### src/rtl/mdio_mgmt_pkg.sv
package mdio_mgmt_pkg;
    localparam int PHY_W   = 5;
    localparam int REG_W   = 5;
    localparam int DATA_W  = 16;
    localparam int PRE_LEN = 32;
    localparam int FRAME_W = PRE_LEN + 2 + 2 + PHY_W + REG_W + 2 + DATA_W;
    localparam int CNT_W   = $clog2(PRE_LEN + 1);

    localparam int CTL_RD      = 0;
    localparam int CTL_WR      = 1;
    localparam int CTL_REG_LSB = 4;
    localparam int CTL_PHY_LSB = 9;

    localparam logic [1:0] SOF_CODE  = 2'b01;
    localparam logic [1:0] OPC_READ  = 2'b10;
    localparam logic [1:0] OPC_WRITE = 2'b01;
    localparam logic [1:0] TA_CODE   = 2'b10;

    typedef enum logic [3:0] {
        ST_IDLE,
        ST_PREAMBLE,
        ST_START,
        ST_OPCODE,
        ST_PHYADR,
        ST_REGADR,
        ST_TURN,
        ST_DATA,
        ST_DONE
    } mdio_state_e;

    function automatic logic [CNT_W-1:0] phase_len(input mdio_state_e s);
        case (s)
            ST_PREAMBLE: return CNT_W'(PRE_LEN);
            ST_START:    return CNT_W'(2);
            ST_OPCODE:   return CNT_W'(2);
            ST_PHYADR:   return CNT_W'(PHY_W);
            ST_REGADR:   return CNT_W'(REG_W);
            ST_TURN:     return CNT_W'(2);
            ST_DATA:     return CNT_W'(DATA_W);
            default:     return CNT_W'(1);
        endcase
    endfunction
endpackage

### src/rtl/mdio_clk_div.sv
module mdio_clk_div #(
    parameter int DIV_HALF = 2
) (
    input  logic clk,
    input  logic rst_n,
    input  logic run,
    output logic mdc,
    output logic rise_tick,
    output logic fall_tick
);
    logic tick;

    generate
        if (DIV_HALF == 1) begin : g_nodiv
            assign tick = run;
        end else begin : g_div
            localparam int CW = $clog2(DIV_HALF);
            localparam logic [CW-1:0] LAST = CW'(DIV_HALF - 1);
            logic [CW-1:0] cnt_q;
            always_ff @(posedge clk) begin
                if (!rst_n || !run) begin
                    cnt_q <= '0;
                end else if (cnt_q == LAST) begin
                    cnt_q <= '0;
                end else begin
                    cnt_q <= cnt_q + 1'b1;
                end
            end
            assign tick = run && (cnt_q == LAST);
        end
    endgenerate

    always_ff @(posedge clk) begin
        if (!rst_n || !run) begin
            mdc <= 1'b0;
        end else if (tick) begin
            mdc <= ~mdc;
        end
    end

    assign rise_tick = tick && !mdc;
    assign fall_tick = tick && mdc;
endmodule

### src/rtl/mdio_frame_fsm.sv
module mdio_frame_fsm
    import mdio_mgmt_pkg::*;
(
    input  logic              clk,
    input  logic              rst_n,
    input  logic              start,
    input  logic              is_read,
    input  logic [PHY_W-1:0]  phy_adr,
    input  logic [REG_W-1:0]  reg_adr,
    input  logic [DATA_W-1:0] wr_data,
    input  logic              rise_tick,
    input  logic              fall_tick,
    input  logic              mdio_in,
    output logic              run,
    output logic              mdio_out,
    output logic              mdio_oe,
    output logic              done,
    output logic [DATA_W-1:0] rd_data,
    output mdio_state_e       state
);
    mdio_state_e        state_q, state_d;
    logic [CNT_W-1:0]   cnt_q;
    logic [FRAME_W-1:0] frame_q;
    logic               rd_q;
    logic               phase_end;

    assign phase_end = fall_tick && (cnt_q == phase_len(state_q) - CNT_W'(1));

    always_comb begin
        state_d = state_q;
        unique case (state_q)
            ST_IDLE:     if (start)     state_d = ST_PREAMBLE;
            ST_PREAMBLE: if (phase_end) state_d = ST_START;
            ST_START:    if (phase_end) state_d = ST_OPCODE;
            ST_OPCODE:   if (phase_end) state_d = ST_PHYADR;
            ST_PHYADR:   if (phase_end) state_d = ST_REGADR;
            ST_REGADR:   if (phase_end) state_d = ST_TURN;
            ST_TURN:     if (phase_end) state_d = ST_DATA;
            ST_DATA:     if (phase_end) state_d = ST_DONE;
            ST_DONE:                    state_d = ST_IDLE;
            default:                    state_d = ST_IDLE;
        endcase
    end

    // state register and bit counter within the current phase
    always_ff @(posedge clk) begin
        if (!rst_n) begin
            state_q <= ST_IDLE;
            cnt_q   <= '0;
        end else begin
            state_q <= state_d;
            if (state_d != state_q) begin
                cnt_q <= '0;
            end else if (fall_tick) begin
                cnt_q <= cnt_q + 1'b1;
            end
        end
    end

    // frame shifter and read capture
    always_ff @(posedge clk) begin
        if (!rst_n) begin
            frame_q <= '0;
            rd_q    <= 1'b0;
            rd_data <= '0;
        end else begin
            if (state_q == ST_IDLE && start) begin
                frame_q <= {{PRE_LEN{1'b1}}, SOF_CODE,
                            (is_read ? OPC_READ : OPC_WRITE),
                            phy_adr, reg_adr, TA_CODE,
                            (is_read ? {DATA_W{1'b0}} : wr_data)};
                rd_q    <= is_read;
            end else if (fall_tick) begin
                frame_q <= {frame_q[FRAME_W-2:0], 1'b0};
            end
            if (rise_tick && state_q == ST_DATA && rd_q) begin
                rd_data <= {rd_data[DATA_W-2:0], mdio_in};
            end
        end
    end

    // outputs
    always_comb begin
        run      = (state_q != ST_IDLE) && (state_q != ST_DONE);
        mdio_oe  = run && !(rd_q && (state_q == ST_TURN || state_q == ST_DATA));
        mdio_out = mdio_oe && frame_q[FRAME_W-1];
        done     = (state_q == ST_DONE);
        state    = state_q;
    end
endmodule

### src/rtl/mdio_mgmt_ctrl.sv
module mdio_mgmt_ctrl
    import mdio_mgmt_pkg::*;
#(
    parameter int DIV_HALF = 2
) (
    input  logic              clk,
    input  logic              rst_n,
    input  logic              reg_sel,
    input  logic              reg_we,
    input  logic [DATA_W-1:0] reg_wdata,
    output logic [DATA_W-1:0] reg_rdata,
    output logic              mdc,
    output logic              mdio_o,
    output logic              mdio_oe,
    input  logic              mdio_i
);
    logic [PHY_W-1:0]  phy_q;
    logic [REG_W-1:0]  reg_q;
    logic              op_rd_q, op_wr_q;
    logic [DATA_W-1:0] data_q;
    logic [DATA_W-1:0] ctrl_word;
    logic              busy, start;
    logic              run, rise_tick, fall_tick, fsm_done;
    logic [DATA_W-1:0] fsm_rdata;
    mdio_state_e       fsm_state;

    assign busy  = op_rd_q || op_wr_q;
    assign start = busy && (fsm_state == ST_IDLE);

    always_comb begin
        ctrl_word = '0;
        ctrl_word[CTL_PHY_LSB +: PHY_W] = phy_q;
        ctrl_word[CTL_REG_LSB +: REG_W] = reg_q;
        ctrl_word[CTL_RD]               = op_rd_q;
        ctrl_word[CTL_WR]               = op_wr_q;
    end

    assign reg_rdata = reg_sel ? data_q : ctrl_word;

    always_ff @(posedge clk) begin
        if (!rst_n) begin
            phy_q   <= '0;
            reg_q   <= '0;
            op_rd_q <= 1'b0;
            op_wr_q <= 1'b0;
            data_q  <= '0;
        end else if (fsm_done) begin
            op_rd_q <= 1'b0;
            op_wr_q <= 1'b0;
            if (op_rd_q) data_q <= fsm_rdata;
        end else if (reg_we && !busy) begin
            if (reg_sel) begin
                data_q <= reg_wdata;
            end else begin
                phy_q   <= reg_wdata[CTL_PHY_LSB +: PHY_W];
                reg_q   <= reg_wdata[CTL_REG_LSB +: REG_W];
                op_rd_q <= reg_wdata[CTL_RD];
                op_wr_q <= reg_wdata[CTL_WR] && !reg_wdata[CTL_RD];
            end
        end
    end

    mdio_clk_div #(.DIV_HALF(DIV_HALF)) u_div (
        .clk       (clk),
        .rst_n     (rst_n),
        .run       (run),
        .mdc       (mdc),
        .rise_tick (rise_tick),
        .fall_tick (fall_tick)
    );

    mdio_frame_fsm u_fsm (
        .clk       (clk),
        .rst_n     (rst_n),
        .start     (start),
        .is_read   (op_rd_q),
        .phy_adr   (phy_q),
        .reg_adr   (reg_q),
        .wr_data   (data_q),
        .rise_tick (rise_tick),
        .fall_tick (fall_tick),
        .mdio_in   (mdio_i),
        .run       (run),
        .mdio_out  (mdio_o),
        .mdio_oe   (mdio_oe),
        .done      (fsm_done),
        .rd_data   (fsm_rdata),
        .state     (fsm_state)
    );
endmodule

### config.mk
export PLATFORM = sky130hd
export DESIGN_NAME = mdio_mgmt_ctrl
export DESIGN_NICKNAME = d
export VERILOG_FILES = /design/src/rtl/mdio_mgmt_pkg.sv /design/src/rtl/mdio_clk_div.sv /design/src/rtl/mdio_frame_fsm.sv /design/src/rtl/mdio_mgmt_ctrl.sv
export SDC_FILE = /design/constraint.sdc
export NUM_CORES = 1
export LEC_CHECK = 0
export BUFFER_PORTS_ARGS = -buffer_cell sky130_fd_sc_hd__buf_2
export CORE_MARGIN = 2
export CORE_UTILIZATION = 51
export CTS_CLUSTER_SIZE = 40
export DETAILED_ROUTE_END_ITERATION = 8
export PLACE_DENSITY = 0.81
export SKIP_CTS_REPAIR_TIMING = 1
export SLEW_MARGIN = 20
export SYNTH_ARGS = -nofsm -noshare
export SYNTH_HDL_FRONTEND = slang
export SYNTH_SLANG_ARGS = --single-unit
### constraint.sdc
create_clock -name clk -period 3.6 [get_ports clk]
set_input_delay 0.72 -clock clk [delete_from_list [all_inputs] [get_ports clk]]
set_output_delay 0.72 -clock clk [all_outputs]
set_load 0.005 [all_outputs]
==> metrics.md <==
| Metric | Value |
|---|---|
| R2r startpoint | `u_fsm.state[1]` |
| Fin Setup TNS | `0 ns` |
| Compound-Gate Fraction of Synth Area | `0.2122` |
| Rows | `36` |
| Syn avg cell area | `8.691 um2` |
| Top cells by count, synth | `nand2_1, dfxtp_1, nor2_1, a21oi_1, o22ai_1` |
| Fin nets | `637` |
| First-pass GRT wire length | `20,530 um` |
| RSZ-0062 raised after global routing | `no` |
| Post-Syn Instances | `595` |
| Mean routed wirelength per cell | `16.22 um` |
| Via density | `5.966` |
| Final non-filler cell total | `760` |
| Worst-path clk slew | `0.06 ns` |
| Final Cycle Share | `0.7693` |
| Final ANT Viol Nets | `0` |
| Worst Tran Pin Value | `1.109 ns` |
| Worst EP arrival | `3.15 ns` |
| Via count | `4,534` |
| CTS Root Cell | `clkbuf_8` |
| Syn. warnings | `0` |
| EDFF count, synth | `0` |
| Number of global-route vias before repair | `4,263` |
| Post-synthesis mux area share | `0.03363` |
| CTS Buf Count | `17` |
| CTS tree | `built` |
| Hold Vio Cnt, Final | `0` |
| Initial DRT Pass Iterations | `7` |
| Cell area after synthesis | `5171 um2` |
| Leak | `2.201 nW` |
| DP HPWL | `7842 um` |
| Reg2Reg Depth | `8` |
| Share of cells above drive strength 1 | `0.1834` |
| WHS Path Cells | `3` |
| Async S/R FF share, synth | `0` |
| Adder-cell share of the synthesized area | `0.004839` |
| Ranking of synthesized cells by area | `dfxtp_1, nand2_1, nor2_1` |
| Initial core utilization | `0.5266` |
| Synth top area share | `0.4684` |
| Largest net degree at the start of global routing | `51` |
| Netlist cell types | `54` |
| Dpl cells | `728` |
| Post-synthesis xor/xnor area fraction | `0.01355` |
| Hold_sp | `mdio_i` |
| Iter 0 DRT Violations | `421` |
| Most frequent cell after synthesis | `nand2_1` |
| Post-synthesis simple-gate area fraction | `0.2124` |
| Final wirelength | `12,330 um` |
| All-Layer GR Usage | `0.2266` |
| Remaining global-route overflow | `0` |
| Outcome | `complete, no violations` |
| Clk sinks | `121` |
| Predominant post-synthesis flop cell | `dfxtp_1` |
| Register Area | `2422 um2` |
| Die Width | `104.7 um` |
| Worst hold path class | `in -> reg` |
| IO Port Bufs | `39` |
| Setup crit start | `u_fsm.state[1]` |
| Synthesized flop and latch total | `121` |
| Final setup fails | `0` |
| P&R area growth vs syn | `14.86%` |
| Die H | `104.7 um` |
| Final Max Slew Viols | `0` |
| Crit path required time | `3.98 ns` |
| Clock tree buffer depth | `2` |
| Clk_skew | `0.009296 ns` |
| Syn Nets | `618` |
| Clock insertion delay at the later pin of the skew report | `0.52 ns` |
| Final Wtd Congestion | `0.7940` |
| Critical Path Fanout Max | `18` |
| Synth area leader | `dfxtp_1` |
| H-Tree Depth | `4` |
| Fillcell total | `849` |
| Power Density | `569.3 nW/um2` |
| Die ar. | `10,960 um2` |
| Max-Slew Margin vs Limit | `0.2605` |
| Max Freq | `361.1 MHz` |
| Core area | `9819 um2` |
| Critical Path Start Type | `flip-flop` |
| Antenna violations before repair | `0` |
| Main combinational cell family by area after synthesis | `simple AND/OR/NAND/NOR gates` |
| Setup crit end kind | `flip-flop` |
| Max VDD drop | `0.0003890 V` |
| Inserted Diodes | `0` |
| Area of the multi-input gates | `2479 um2` |
| Max-cap viol count | `0` |
| Path type of the worst setup path | `reg -> reg` |
| Sequential share of the synthesized area | `0.4684` |
| Crit path time final | `2.769 ns` |
| Io pins | `40` |
| DRC violations left | `0` |
-- registers in the layout (all words and copies together), names as in the netlist --
signal,cells
op_wr_q,1
u_div.g_div.cnt_q,1
u_fsm.rd_q,1
op_rd_q,1
u_fsm.frame_q,64
data_q,16
u_fsm.state,4
phy_q,5
u_div.mdc,1
reg_q,5
u_fsm.cnt_q,6
u_fsm.rd_data,16
-- metrics by stage --
step	hold WS (ns)	utilization	total power, mW	instance area (um2)	setup slack, ns
after global routing	0.4531	0.6049	3.496	5939	0.5714
final	0.4493	0.6049	3.381	5939	0.8306
after CTS	0.4332	0.6041	3.400	5932	0.8379
after floorplan	0.4291	-	1.673	5171	1.196
after detailed placement	0.4467	0.5440	1.739	5341	0.8418
after global placement	0.4399	0.5440	1.725	5341	0.9856
-- worst max-delay path, cell delays in order, from the launching register on --
cell and delay, ns:
dfxtp_1 0.76, nor2b_1 0.26, o21ai_0 0.11, ha_1 0.29, xnor2_1 0.12, nor3_1 0.13
o211ai_1 0.27, a2111oi_4 0.57, nor4_1 0.13
-- layout by cell type, fill, tap and decap left out, drive strengths merged, types with 4 or more instances in the layout --
master and instances:
a2111oi 5, a21oi 48, a222oi 7, a22oi 11, a311oi 26, and2 5
and3 4, buf 48, clkbuf 18, clkinv 6, dfxtp 121, inv 9
mux2 11, mux2i 5, nand2 123, nand3 12, nand4 4, nor2 75
nor3 5, nor4 4, o21ai 6, o22ai 35, xor2 6
-- where the power goes --
| group | total, mW | switching (mW) | internal [mW] |
|---|---|---|---|
| combinational | 0.258 | 0.154 | 0.103 |
| sequential | 1.46 | 0.0534 | 1.41 |
| clock | 1.66 | 0.644 | 1.02 |
| total | 3.38 | 0.851 | 2.53 |
-- path summary, 6_finish.rpt --
kind | endpoint | slack [ns]
max | u_fsm.cnt_q[4] | 0.83
max reg2reg | u_fsm.cnt_q[4] | 0.83
min reg2reg | u_fsm.rd_data[15] | 0.45
min | u_fsm.rd_data[0] | 0.45
-- cell type report --
| cell class | count | area share |
|---|---|---|
| Clock buffer | 18 | 0.07205 |
| Clock inverter | 14 | 0.02739 |
| Inverter | 5 | 0.003160 |
| Multi-Input combinational cell | 421 | 0.4173 |
| Sequential cell | 121 | 0.4078 |
| Tap cell | 133 | 0.02802 |
| Timing Repair Buffer | 48 | 0.04424 |
-- logic make-up (layout without fill, tap and decap cells) --
logic type                 count (synthesis)  count (layout)
buffers and inverters                     53              85
DFF                                      121             121
adders and majority gates                  2               2
xor gates and xnor gates                   8               8
and+or+nand+nor                          247             247
muxes                                     16              16
AOI/OAI and AO/OA                        148             148
-- routing by layer --
metal | share of wire | global-route usage | vias up | wire [um]
met5 | 0 | 0 | - | 0
met4 | 0.017 | 0.08476 | 0 | 210
met3 | 0.047 | 0.04679 | 29 | 584
met2 | 0.49 | 0.3810 | 153 | 6048
met1 | 0.44 | 0.2871 | 2174 | 5483
li1 | - | - | 2178 | -
(Power assumes the default switching activity.)
